$ cat src/rtl/mdb_rx_pkg.sv
package mdb_rx_pkg;
  localparam int WORD_DATA_W = 8;

  typedef enum logic [1:0] {
    RX_IDLE,
    RX_START,
    RX_BITS,
    RX_STOP
  } rx_state_e;

  typedef struct packed {
    logic                   mode;
    logic [WORD_DATA_W-1:0] data;
  } mdb_word_t;
endpackage

$ cat src/rtl/mdb_rx_sync.sv
module mdb_rx_sync #(
  parameter int STAGES = 2
) (
  input  logic clk,
  input  logic rst,
  input  logic d_i,
  output logic q_o
);
  logic [STAGES-1:0] chain;

  generate
    if (STAGES == 1) begin : g_single
      always_ff @(posedge clk) begin
        if (rst) chain <= 1'b1;
        else     chain <= d_i;
      end
    end else begin : g_multi
      always_ff @(posedge clk) begin
        if (rst) chain <= '1;
        else     chain <= {chain[STAGES-2:0], d_i};
      end
    end
  endgenerate

  assign q_o = chain[STAGES-1];
endmodule

$ cat src/rtl/mdb_rx_tick.sv
module mdb_rx_tick #(
  parameter int DIV = 2
) (
  input  logic clk,
  input  logic rst,
  output logic tick_o
);
  localparam int CW = (DIV > 1) ? $clog2(DIV) : 1;
  logic [CW-1:0] cnt;

  always_ff @(posedge clk) begin
    if (rst) begin
      cnt    <= '0;
      tick_o <= 1'b0;
    end else if (cnt == CW'(DIV - 1)) begin
      cnt    <= '0;
      tick_o <= 1'b1;
    end else begin
      cnt    <= cnt + 1'b1;
      tick_o <= 1'b0;
    end
  end
endmodule

$ cat src/rtl/mdb_rx_deser.sv
module mdb_rx_deser
  import mdb_rx_pkg::*;
#(
  parameter int OVS = 16
) (
  input  logic      clk,
  input  logic      rst,
  input  logic      tick_i,
  input  logic      rx_i,
  output logic      word_vld_o,
  output mdb_word_t word_o,
  output logic      frame_err_o
);
  localparam int NBITS = WORD_DATA_W + 1;
  localparam int HALF  = OVS / 2;
  localparam int CW    = $clog2(OVS);
  localparam int BW    = $clog2(NBITS + 1);

  rx_state_e        state;
  logic [CW-1:0]    ocnt;
  logic [BW-1:0]    bcnt;
  logic [NBITS-1:0] shreg;

  always_ff @(posedge clk) begin
    if (rst) begin
      state       <= RX_IDLE;
      ocnt        <= '0;
      bcnt        <= '0;
      shreg       <= '0;
      word_vld_o  <= 1'b0;
      frame_err_o <= 1'b0;
      word_o      <= '0;
    end else begin
      word_vld_o  <= 1'b0;
      frame_err_o <= 1'b0;
      if (tick_i) begin
        case (state)
          RX_IDLE: begin
            if (!rx_i) begin
              state <= RX_START;
              ocnt  <= '0;
            end
          end
          RX_START: begin
            if (ocnt == CW'(HALF - 1)) begin
              ocnt <= '0;
              bcnt <= '0;
              state <= rx_i ? RX_IDLE : RX_BITS;
            end else begin
              ocnt <= ocnt + 1'b1;
            end
          end
          RX_BITS: begin
            if (ocnt == CW'(OVS - 1)) begin
              ocnt  <= '0;
              shreg <= {rx_i, shreg[NBITS-1:1]};
              if (bcnt == BW'(NBITS - 1)) state <= RX_STOP;
              else                        bcnt  <= bcnt + 1'b1;
            end else begin
              ocnt <= ocnt + 1'b1;
            end
          end
          RX_STOP: begin
            if (ocnt == CW'(OVS - 1)) begin
              ocnt  <= '0;
              state <= RX_IDLE;
              if (rx_i) begin
                word_vld_o <= 1'b1;
                word_o     <= shreg;
              end else begin
                frame_err_o <= 1'b1;
              end
            end else begin
              ocnt <= ocnt + 1'b1;
            end
          end
          default: state <= RX_IDLE;
        endcase
      end
    end
  end


  frame_excl_chk: assert property (@(posedge clk) disable iff (rst)
    !(frame_err_o && word_vld_o));

  word_pulse_chk: assert property (@(posedge clk) disable iff (rst)
    word_vld_o |=> !word_vld_o);

  ferr_pulse_chk: assert property (@(posedge clk) disable iff (rst)
    frame_err_o |=> !frame_err_o);
endmodule

$ cat src/rtl/mdb_rx_filter.sv
module mdb_rx_filter
  import mdb_rx_pkg::*;
(
  input  logic                   clk,
  input  logic                   rst,
  input  logic                   ctrl_mode_i,
  input  logic [WORD_DATA_W-1:0] node_addr_i,
  input  logic                   word_vld_i,
  input  mdb_word_t              word_i,
  input  logic                   frame_err_i,
  output logic                   out_vld_o,
  output mdb_word_t              out_word_o,
  output logic                   out_eom_o,
  output logic                   sum_err_o,
  output logic                   frame_err_o
);
  logic                   selected;
  logic [WORD_DATA_W-1:0] run_sum;

  always_ff @(posedge clk) begin
    if (rst) begin
      selected    <= 1'b0;
      run_sum     <= '0;
      out_vld_o   <= 1'b0;
      out_word_o  <= '0;
      out_eom_o   <= 1'b0;
      sum_err_o   <= 1'b0;
      frame_err_o <= 1'b0;
    end else begin
      out_vld_o   <= 1'b0;
      out_eom_o   <= 1'b0;
      sum_err_o   <= 1'b0;
      frame_err_o <= frame_err_i;
      if (word_vld_i) begin
        out_word_o <= word_i;
        if (ctrl_mode_i) begin
          out_vld_o <= 1'b1;
          if (word_i.mode) begin
            out_eom_o <= 1'b1;
            sum_err_o <= (word_i.data != run_sum);
            run_sum   <= '0;
          end else begin
            run_sum <= run_sum + word_i.data;
          end
        end else if (word_i.mode) begin
          if (word_i.data == node_addr_i) begin
            selected  <= 1'b1;
            out_vld_o <= 1'b1;
          end else begin
            selected <= 1'b0;
          end
        end else if (selected) begin
          out_vld_o <= 1'b1;
        end
      end
    end
  end


  ferr_drop_chk: assert property (@(posedge clk) disable iff (rst)
    frame_err_i |=> !out_vld_o);

  unsel_drop_chk: assert property (@(posedge clk) disable iff (rst)
    (word_vld_i && !ctrl_mode_i && !word_i.mode && !selected) |=> !out_vld_o);

  addr_miss_chk: assert property (@(posedge clk) disable iff (rst)
    (word_vld_i && !ctrl_mode_i && word_i.mode && (word_i.data != node_addr_i))
      |=> (!out_vld_o && !selected));

  eom_mode_chk: assert property (@(posedge clk) disable iff (rst)
    out_eom_o |-> (out_vld_o && out_word_o.mode));

  sum_err_eom_chk: assert property (@(posedge clk) disable iff (rst)
    sum_err_o |-> out_eom_o);

  out_pulse_chk: assert property (@(posedge clk) disable iff (rst)
    out_vld_o |-> $past(word_vld_i));
endmodule

$ cat src/rtl/mdb_rx_node.sv
module mdb_rx_node
  import mdb_rx_pkg::*;
#(
  parameter int CLKS_PER_TICK = 2,
  parameter int OVS           = 16,
  parameter int SYNC_STAGES   = 2
) (
  input  logic                   clk,
  input  logic                   rst,
  input  logic                   rx_i,
  input  logic                   ctrl_mode_i,
  input  logic [WORD_DATA_W-1:0] node_addr_i,
  output logic                   out_vld_o,
  output logic [WORD_DATA_W-1:0] out_data_o,
  output logic                   out_mode_o,
  output logic                   out_eom_o,
  output logic                   sum_err_o,
  output logic                   frame_err_o
);
  logic      rx_s;
  logic      tick;
  logic      w_vld;
  logic      w_ferr;
  mdb_word_t w_word;
  mdb_word_t o_word;

  mdb_rx_sync #(.STAGES(SYNC_STAGES)) u_sync (
    .clk(clk), .rst(rst), .d_i(rx_i), .q_o(rx_s)
  );

  mdb_rx_tick #(.DIV(CLKS_PER_TICK)) u_tick (
    .clk(clk), .rst(rst), .tick_o(tick)
  );

  mdb_rx_deser #(.OVS(OVS)) u_deser (
    .clk(clk), .rst(rst), .tick_i(tick), .rx_i(rx_s),
    .word_vld_o(w_vld), .word_o(w_word), .frame_err_o(w_ferr)
  );

  mdb_rx_filter u_filter (
    .clk(clk), .rst(rst), .ctrl_mode_i(ctrl_mode_i), .node_addr_i(node_addr_i),
    .word_vld_i(w_vld), .word_i(w_word), .frame_err_i(w_ferr),
    .out_vld_o(out_vld_o), .out_word_o(o_word), .out_eom_o(out_eom_o),
    .sum_err_o(sum_err_o), .frame_err_o(frame_err_o)
  );

  assign out_data_o = o_word.data;
  assign out_mode_o = o_word.mode;


  no_eom_periph_chk: assert property (@(posedge clk) disable iff (rst)
    (!ctrl_mode_i && !$past(ctrl_mode_i)) |-> !out_eom_o);
endmodule

$ cat config.mk
export PLATFORM = sky130hd
export DESIGN_NAME = mdb_rx_node
export DESIGN_NICKNAME = d
export VERILOG_FILES = /design/src/rtl/mdb_rx_pkg.sv /design/src/rtl/mdb_rx_sync.sv /design/src/rtl/mdb_rx_tick.sv /design/src/rtl/mdb_rx_deser.sv /design/src/rtl/mdb_rx_filter.sv /design/src/rtl/mdb_rx_node.sv
export SDC_FILE = /design/constraint.sdc
export NUM_CORES = 1
export LEC_CHECK = 0
export ABC_AREA = 0
export BUFFER_PORTS_ARGS = -buffer_cell sky130_fd_sc_hd__buf_2
export CAP_MARGIN = 20
export CELL_PAD_IN_SITES_DETAIL_PLACEMENT = 0
export CELL_PAD_IN_SITES_GLOBAL_PLACEMENT = 2
export CORE_MARGIN = 1
export CORE_UTILIZATION = 33
export CTS_CLUSTER_DIAMETER = 150
export CTS_CLUSTER_SIZE = 30
export DETAILED_ROUTE_END_ITERATION = 8
export GPL_TIMING_DRIVEN = 0
export PLACE_DENSITY_LB_ADDON = 0.15
export SYNTH_ARGS = -nofsm -noshare
export SYNTH_HDL_FRONTEND = slang
export SYNTH_SLANG_ARGS = --single-unit
$ cat constraint.sdc
create_clock -name clk -period 1.9 [get_ports clk]
set_clock_uncertainty 0.1 [all_clocks]
set_input_delay 0.285 -clock clk [delete_from_list [all_inputs] [get_ports clk]]
set_output_delay 0.285 -clock clk [all_outputs]
set_load 0.03 [all_outputs]
==> out/metrics.cfg, run 1 <==
[status]
status=finished clean

[logic_synthesis]
synth-seq-cells=56
synth_top_area_cell=dfxtp_1
synth_fp_nets=312
synthTopCellsByArea=dfxtp_1, mux2i_1, a21oi_1
syn_inst=289
synth_top_area_frac=0.427
synthFlopType=dfxtp_1
yosys_warnings=0
avgSynthCellArea_um2=9.07
ys_async_sr_fraction=0
yosysSeqAreaShare=0.427
synth_cell_type_count=50
syn-cell-area_um2=2620
synth_edf_count=0

[critical_path]
crit_buf_inv=0
max_stage_delay_ns=0.38
crit_fanout=3
crit_slowest_cell=dfxtp_4
crit_chain=ha_4, fa_2, a21o_1, a21oi_2, o21ai_1, xor2_1, a32o_1
endpoint_kind=register
required_ns=2.03
startpoint_type=register
worstSetupPathType=register to register
arrival_ns=1.99
crit_family=compound AO/OA/AOI/OAI gates

[clock_tree]
clk_path_buf_depth=2
cts_buffers=5
cts_max_level=2
cts_sinks=56
cts_tree=done
clockRootBuffer=clkbuf_8
clk_pin_slew_worst_paths_ns=0.12
clkLatencyLatePin_ns=0.32

[placement]
post-dp-hpwl_um=4370
port_buffers=23
postPlaceCellArea_um2=2870
place_congestion=0.751

[route]
wl_per_cell_um=14.5
drtIter0Drc=38
drc=0
viasPerCell=4.88
ant_nets=0
dr.pass1.iters=5
routed_wl_um=6160
num_vias=2075

[floorplanning]
die_h_um=91.1
ios=25
die_w_um=91.1
rows=32
initial_utilization=0.341
coreArea_um2=7690
die_area_um2=8310

[layout]
design_area_um2=3090
final_cell_mix=dfxtp_1, nor2_1, buf_2
fin_nets=345
drive_above_1_share=0.217
area_growth_pct=17.8
final_common_cell=dfxtp_1
n_antenna_cell=0

[power_and_ir_drop]
powerDensity_nw_per_um2=636
p_leak_nw=1.14
irDropWorstVdd_v=0.000316
power_mw=1.97

[timing]
relSlewSlack=0.488
fin_crit_sh=0.982
fmax_ghz=0.536
max_slew.worst_pin.slew_ns=0.767
final-hold-violation-count=0
rsz0062_at_grt=true
holdWs_ns=0.0531
setup_viol=0
fin_crit_ns=1.87
slew_viol_final=0

[grt]
overflow=0
grt_pass1_wl_um=10100
track_usage=0.157
grt_start_max_net_pins=20
first_global_vias=2033
antenna_found_initial=0

[hold_path]
hold_class=input pin to register

[job]
maxCapViolCount=0

sequential cells by signal (all words and copies together), names as in the netlist, named ones only:
register,flops
u_deser.bcnt,4
u_deser.frame_err_o,1
u_deser.ocnt,4
u_deser.shreg,9
u_deser.state,1
u_deser.word_o,9
u_deser.word_vld_o,1
u_filter.frame_err_o,1
u_filter.out_eom_o,1
u_filter.out_vld_o,1
u_filter.out_word_o,9
u_filter.run_sum,8
u_filter.selected,1
u_filter.sum_err_o,1
u_sync.chain,2
u_tick.cnt,1
u_tick.tick_o,1
cell families (layout without fill, tap and decap cells):
kind of cell,after synthesis,count (layout),synth area share
mux,21,21,0.0806
compound gates,58,58,0.147
fa+ha+maj,11,11,0.0553
simple gates,107,107,0.208
buf+inv,23,57,0.0372
xor+xnor,13,13,0.0434
flops,56,56,0.427
final cells by class:
class | count | area (um2)
well taps | 102 | 128
clock inverters | 3 | 25.0
multi-input cells | 210 | 1490
plain buffers | 17 | 77.6
fillers | 816 | 4600
clock buffers | 5 | 68.8
inverters | 6 | 22.5
repair buffers | 26 | 138
flip-flops and latches | 56 | 1140
worst paths after layout:
path	cells after the start	slack (ns)	start	to
worst min-delay path	2	0.05	rx_i	u_sync.chain[0]
worst max-delay path	7	0.03	u_deser.word_o[0]	u_filter.run_sum[6]
worst max register to register	7	0.03	u_deser.word_o[0]	u_filter.run_sum[6]
worst min register to register	1	0.31	u_tick.cnt	u_tick.cnt
synth_stat cells, types with 3 or more instances:
| cell | instances |
|---|---|
| ha_1 | 10 |
| mux2i_1 | 20 |
| a21oi_1 | 27 |
| nor3b_1 | 5 |
| nand2_1 | 22 |
| o21ai_0 | 7 |
| nor2_1 | 30 |
| nor4_1 | 4 |
| nor3_1 | 6 |
| xnor2_1 | 11 |
| nor2b_1 | 4 |
| or3_1 | 3 |
| nand2b_1 | 5 |
| clkbuf_1 | 8 |
| nand3_1 | 14 |
| or4_1 | 3 |
| buf_2 | 6 |
| nand4_1 | 3 |
| dfxtp_1 | 56 |
| inv_1 | 6 |
power by group:
group	internal, mW	switching (mW)
Clock	0.270	0.435
Combinational	0.0290	0.0471
Sequential	1.18	0.00694
Total	1.48	0.489
per-stage QoR:
step	util	setup slack (ns)	cells	TNS [ns]
2_1_floorplan	-	0.00305	289	0
3_3_place_gp	0.374	-0.222	414	-0.782
3_5_place_dp	0.374	-0.205	414	-0.670
4_1_cts	0.392	0.00303	425	0
5_1_grt	0.402	-0.0726	425	-0.150
6_report	0.402	0.0339	425	0
routing by layer:
metal / part of all wire / GRT usage
met3: 0.024 / 0.0293
met4: 0.012 / 0.0397
met5: 0 / 0
met2: 0.42 / 0.237
met1: 0.54 / 0.228
what timing repair did:
| item | CTS | global route |
|---|---|---|
| pin swaps | 2 | 2 |
| endpoints found under the setup margin | 7 | 18 |
| setup buffers | 3 | 0 |
| gates resized for setup | 9 | 19 |
| hold endpoints to repair | 0 | 0 |
| hold buffers | 0 | 0 |
Power figures use the tool's default switching activity.
==> run 2: changes to the inputs <==
Settings changed: PLACE_DENSITY_LB_ADDON 0.15 to 0.1.
==> out/metrics.cfg, run 2 (synthesis gave the netlist of run 1 again) <==
[status]
status=finished clean

[critical_path]
worstSetupPathType=register to register
arrival_ns=1.95  ; -0.04 ns
max_stage_delay_ns=0.37  ; about the same
required_ns=2.02  ; about the same
crit_fanout=5  ; +2
endpoint_kind=register
crit_family=simple AND/OR/NAND/NOR gates
crit_buf_inv=0  ; unchanged
crit_chain=ha_1, nand2_1, nor3_1, mux2i_1, nor4_1, nand3b_1
startpoint_type=register
crit_slowest_cell=dfxtp_2

[power_and_ir_drop]
p_leak_nw=1.15  ; +1.5%
irDropWorstVdd_v=0.000304  ; -3.6%
powerDensity_nw_per_um2=644  ; +1.3%

[timing]
timing.setup.tns_ns=0  ; unchanged
fmax_ghz=0.545  ; +1.7%
final-hold-violation-count=0  ; unchanged
setup_viol=0  ; unchanged
fin_crit_ns=1.84  ; -0.0310 ns
relSlewSlack=0.509  ; +0.0210
max_slew.worst_pin.slew_ns=0.736  ; -0.0316 ns
fin_ws_ns=0.0649  ; +0.0310 ns
rsz0062_at_grt=true
slew_viol_final=0  ; unchanged
fin_crit_sh=0.966  ; -0.0163

[floorplanning]
rows=32  ; unchanged
die_h_um=91.1  ; unchanged
ios=25  ; unchanged
coreArea_um2=7690  ; unchanged
die_area_um2=8310  ; unchanged
die_w_um=91.1  ; unchanged
initial_utilization=0.341  ; unchanged

[layout]
nFillCells=828  ; +1.5%
n_antenna_cell=0  ; unchanged
final_common_cell=dfxtp_1
area_growth_pct=17.6
fin_nets=346  ; +0.29%
finalNonFillerCells=426  ; +0.24%
final_cell_mix=dfxtp_1, nor2_1, buf_2
largest_registers=u_deser.shreg: 9 flops, u_deser.word_o: 9 flops, u_filter.out_word_o: 9 flops
finalCoreUtilization=0.401  ; -0.000976
drive_above_1_share=0.213  ; -0.00376
design_area_um2=3080  ; -0.24%

[clock_tree]
clk_path_buf_depth=2  ; unchanged
cts_max_level=2  ; unchanged
cts_sinks=56  ; unchanged
cts_buffers=5  ; unchanged
cts_hold_buffers=0  ; unchanged
cts_tree=done
clockRootBuffer=clkbuf_8
clkLatencyLatePin_ns=0.32  ; about the same
clk_pin_slew_worst_paths_ns=0.12  ; about the same

[hold_path]
hold_class=input pin to register

[grt]
track_usage=0.158  ; +0.00125
antenna_found_initial=0  ; unchanged
overflow=0  ; unchanged
grt_start_max_net_pins=21  ; +5.0%
grt_pass1_wl_um=10300  ; +1.4%
first_global_vias=2022  ; -0.54%

[route]
drtIter0Drc=41  ; +7.9%
ant_nets=0  ; unchanged
routed_wl_um=6250  ; +1.5%
viasPerCell=4.86  ; -0.48%
drc=0  ; unchanged
num_vias=2070  ; -0.24%
wl_per_cell_um=14.7  ; +1.2%
dr.pass1.iters=4  ; -1

[placement]
postPlaceCellArea_um2=2870  ; unchanged
place_congestion=0.751  ; +0.12%
pre_cts_slack_ns=-0.213  ; -0.00747 ns
port_buffers=23  ; unchanged
post-dp-hpwl_um=4540  ; +3.9%
dp_cells=414  ; unchanged

[job]
maxCapViolCount=0  ; unchanged

## run 2: final timing paths
check | start | to | slack [ns] | depth (start not counted)
worst max-delay path | u_deser.word_o[4] | u_filter.run_sum[7] | 0.06 | 6
worst min-delay path | rx_i | u_sync.chain[0] | 0.04 | 2
worst max register to register | u_deser.word_o[4] | u_filter.run_sum[7] | 0.06 | 6
worst min register to register | u_tick.cnt | u_tick.cnt | 0.31 | 1
## run 2: layout make-up
class                   instances  area, um2  area share
inverters                       6       22.5     0.00731
clock buffers                   5       68.8      0.0223
multi-input cells             210       1470       0.476
plain buffers                  17       82.6      0.0268
repair buffers                 27        145      0.0471
clock inverters                 3       28.8     0.00933
well taps                     102        128      0.0414
flip-flops and latches         56       1140       0.369
## run 2: worst reg2reg max path: stages, from the launching register on
cell,delay (ns)
dfxtp_2,0.37
ha_1,0.37
nand2_1,0.11
nor3_1,0.27
mux2i_1,0.27
nor4_1,0.07
nand3b_1,0.17
## run 2: what timing repair did
action	in CTS	in global routing
gates cloned	0	0
buffers inserted	3	1
pin swaps	2	5
resized for setup	10	15
hold endpoints to repair	0	0
endpoints found under the setup margin	16	26
## run 2: per-layer routing
| layer | global-route usage | up-vias | wire [um] |
|---|---|---|---|
| met5 | 0 | - | 0 |
| met4 | 0.0437 | 0 | 63 |
| met3 | 0.0260 | 5 | 128 |
| met2 | 0.245 | 16 | 2800 |
| met1 | 0.225 | 957 | 3260 |
| li1 | - | 1092 | - |
## run 2: per-stage QoR
stage	hold WS (ns)	power, mW
after floorplan	0.285	1.26
after global routing	0.0293	2.08
after detailed placement	0.295	1.29
after CTS	0.0293	2.03
after global placement	0.294	1.29
final	0.0423	1.99
## run 2: report_power, final
| group | switching (mW) | internal (mW) |
|---|---|---|
| Clock | 0.445 | 0.280 |
| Combinational | 0.0468 | 0.0291 |
| Sequential | 0.00716 | 1.18 |
==> run 3: changes to the inputs <==
Settings changed: SETUP_SLACK_MARGIN set to 0.3.
==> out/metrics.cfg, run 3 (synthesis gave the netlist of run 1 again) <==
[grt]
track_usage=0.166  ; +0.00814
grt_pass1_wl_um=10800  ; +5.3%
grt_start_max_net_pins=19  ; -9.5%
first_global_vias=2174  ; +7.5%
antenna_found_initial=0  ; unchanged
overflow=0  ; unchanged

[route]
dr_wl_met3_um=208  ; +63%
drt-met1-wl_um=3340  ; +2.6%
drc=0  ; unchanged
top_layer=met4
viasPerCell=5.00  ; +2.9%
wl_per_cell_um=15.1  ; +3.3%
wl_met2_um=3070  ; +9.8%
drtIter0Drc=59  ; +44%
ant_nets=0  ; unchanged
routed_wl_um=6740  ; +7.9%
num_vias=2225  ; +7.5%
dr.pass1.iters=4  ; unchanged

[floorplanning]
die_h_um=91.1  ; unchanged
die_area_um2=8310  ; unchanged
die_w_um=91.1  ; unchanged
coreArea_um2=7690  ; unchanged
ios=25  ; unchanged
initial_utilization=0.341  ; unchanged
rows=32  ; unchanged

[placement]
port_buffers=23  ; unchanged
postPlaceCellArea_um2=2920  ; +1.7%
dp_cells=414  ; unchanged
post-dp-hpwl_um=4460  ; -1.7%
place_congestion=0.753  ; +0.25%

[critical_path]
crit_slowest_cell=dfxtp_4
required_ns=2.02  ; about the same
max_stage_delay_ns=0.38  ; about the same
startpoint_type=register
arrival_ns=1.96  ; about the same
crit_fanout=2  ; -3
endpoint_kind=register
crit_chain=ha_4, fa_2, a21o_1, a21oi_2, o21ai_2, xor2_1, a32o_1
worstSetupPathType=register to register

[layout]
drive_above_1_share=0.408  ; +0.195
fin_nets=365  ; +5.5%
nFillCells=792  ; -4.3%
final_common_cell=dfxtp_1
largest_registers=u_deser.shreg: 9 flops, u_deser.word_o: 9 flops, u_filter.out_word_o: 9 flops
design_area_um2=3560  ; +16%
finalCoreUtilization=0.464  ; +0.0625
area_growth_pct=35.9
finalNonFillerCells=445  ; +4.5%
n_antenna_cell=0  ; unchanged
final_cell_mix=dfxtp_1, nor2_1, buf_2

[status]
status=finished clean

[clock_tree]
clk_path_buf_depth=2  ; unchanged
cts_hold_buffers=0  ; unchanged
clk_pin_slew_worst_paths_ns=0.11  ; about the same
clockRootBuffer=clkbuf_8
cts_buffers=5  ; unchanged
cts_sinks=56  ; unchanged
clkLatencyLatePin_ns=0.31  ; about the same
cts_max_level=2  ; unchanged
cts_tree=done

[job]
maxCapViolCount=0  ; unchanged

[timing]
holdWs_ns=0.0456  ; +0.00327 ns
max_slew.worst_pin.slew_ns=0.712  ; -0.0238 ns
rsz0062_at_grt=true
relSlewSlack=0.525  ; +0.0158
final-hold-violation-count=0  ; unchanged
setup_viol=0  ; unchanged
slew_viol_final=0  ; unchanged
fmax_ghz=0.543  ; -0.44%
fin_crit_ns=1.84  ; +0.00803 ns
fin_crit_sh=0.970  ; +0.00423
timing.setup.tns_ns=0  ; unchanged

[hold_path]
hold_class=input pin to register

[power_and_ir_drop]
p_leak_nw=1.31  ; +13%
irDropWorstVdd_v=0.000293  ; -3.8%
powerDensity_nw_per_um2=584  ; -9.3%

## run 3: cell type report
| class | count | area [um2] | area share |
|---|---|---|---|
| sequential | 56 | 1160 | 0.326 |
| tap | 102 | 128 | 0.0358 |
| multi-input combinational | 210 | 1730 | 0.485 |
| buffer | 17 | 104 | 0.0291 |
| clock inverter | 3 | 46.3 | 0.0130 |
| timing repair buffer | 46 | 303 | 0.0850 |
| inverter | 6 | 22.5 | 0.00632 |
| clock buffer | 5 | 68.8 | 0.0193 |
## run 3: worst paths after layout
path                                   startpoint                  end  slack, ns  cells after the start
worst min-delay path                         rx_i      u_sync.chain[0]       0.05                      2
worst max register to register  u_deser.word_o[0]  u_filter.run_sum[6]       0.06                      7
worst max-delay path            u_deser.word_o[0]  u_filter.run_sum[6]       0.06                      7
worst min register to register         u_tick.cnt           u_tick.cnt       0.31                      1
## run 3: through the flow
stage / worst slack [ns] / power, mW
finish: 0.0568 / 2.08
global placement: -0.114 / 1.29
global route: -0.0172 / 2.17
detailed placement: -0.0783 / 1.29
floorplan: 0.141 / 1.26
CTS: 0.0526 / 2.12
## run 3: power breakdown
part           switching, mW  internal (mW)  total, mW  leakage [nW]
Sequential           0.00718           1.17       1.18         0.463
Clock                  0.422          0.398      0.820        0.0548
Combinational         0.0523         0.0313     0.0836         0.787
## run 3: worst max-delay path: cells and delay by family (launching register included)
kind                       cells  cell delay [ns]
AOI/OAI and AO/OA              4             0.63
adders and majority gates      2             0.49
xor gates and xnor gates       1             0.14
DFF                            1             0.38
## run 3: what timing repair did
| action | 4_1_cts | 5_1_grt |
|---|---|---|
| buffers inserted | 14 | 7 |
| pin swaps | 9 | 24 |
| endpoints found under the setup margin | 30 | 43 |
| resized for setup | 33 | 62 |
| endpoints found under the hold margin | 0 | 0 |
| cloned | 1 | 1 |
## run 3: layer usage
metal,up-vias,global-route usage
met2,38,0.258
met5,-,0
li1,1123,-
met4,0,0.0529
met3,10,0.0285
met1,1054,0.233
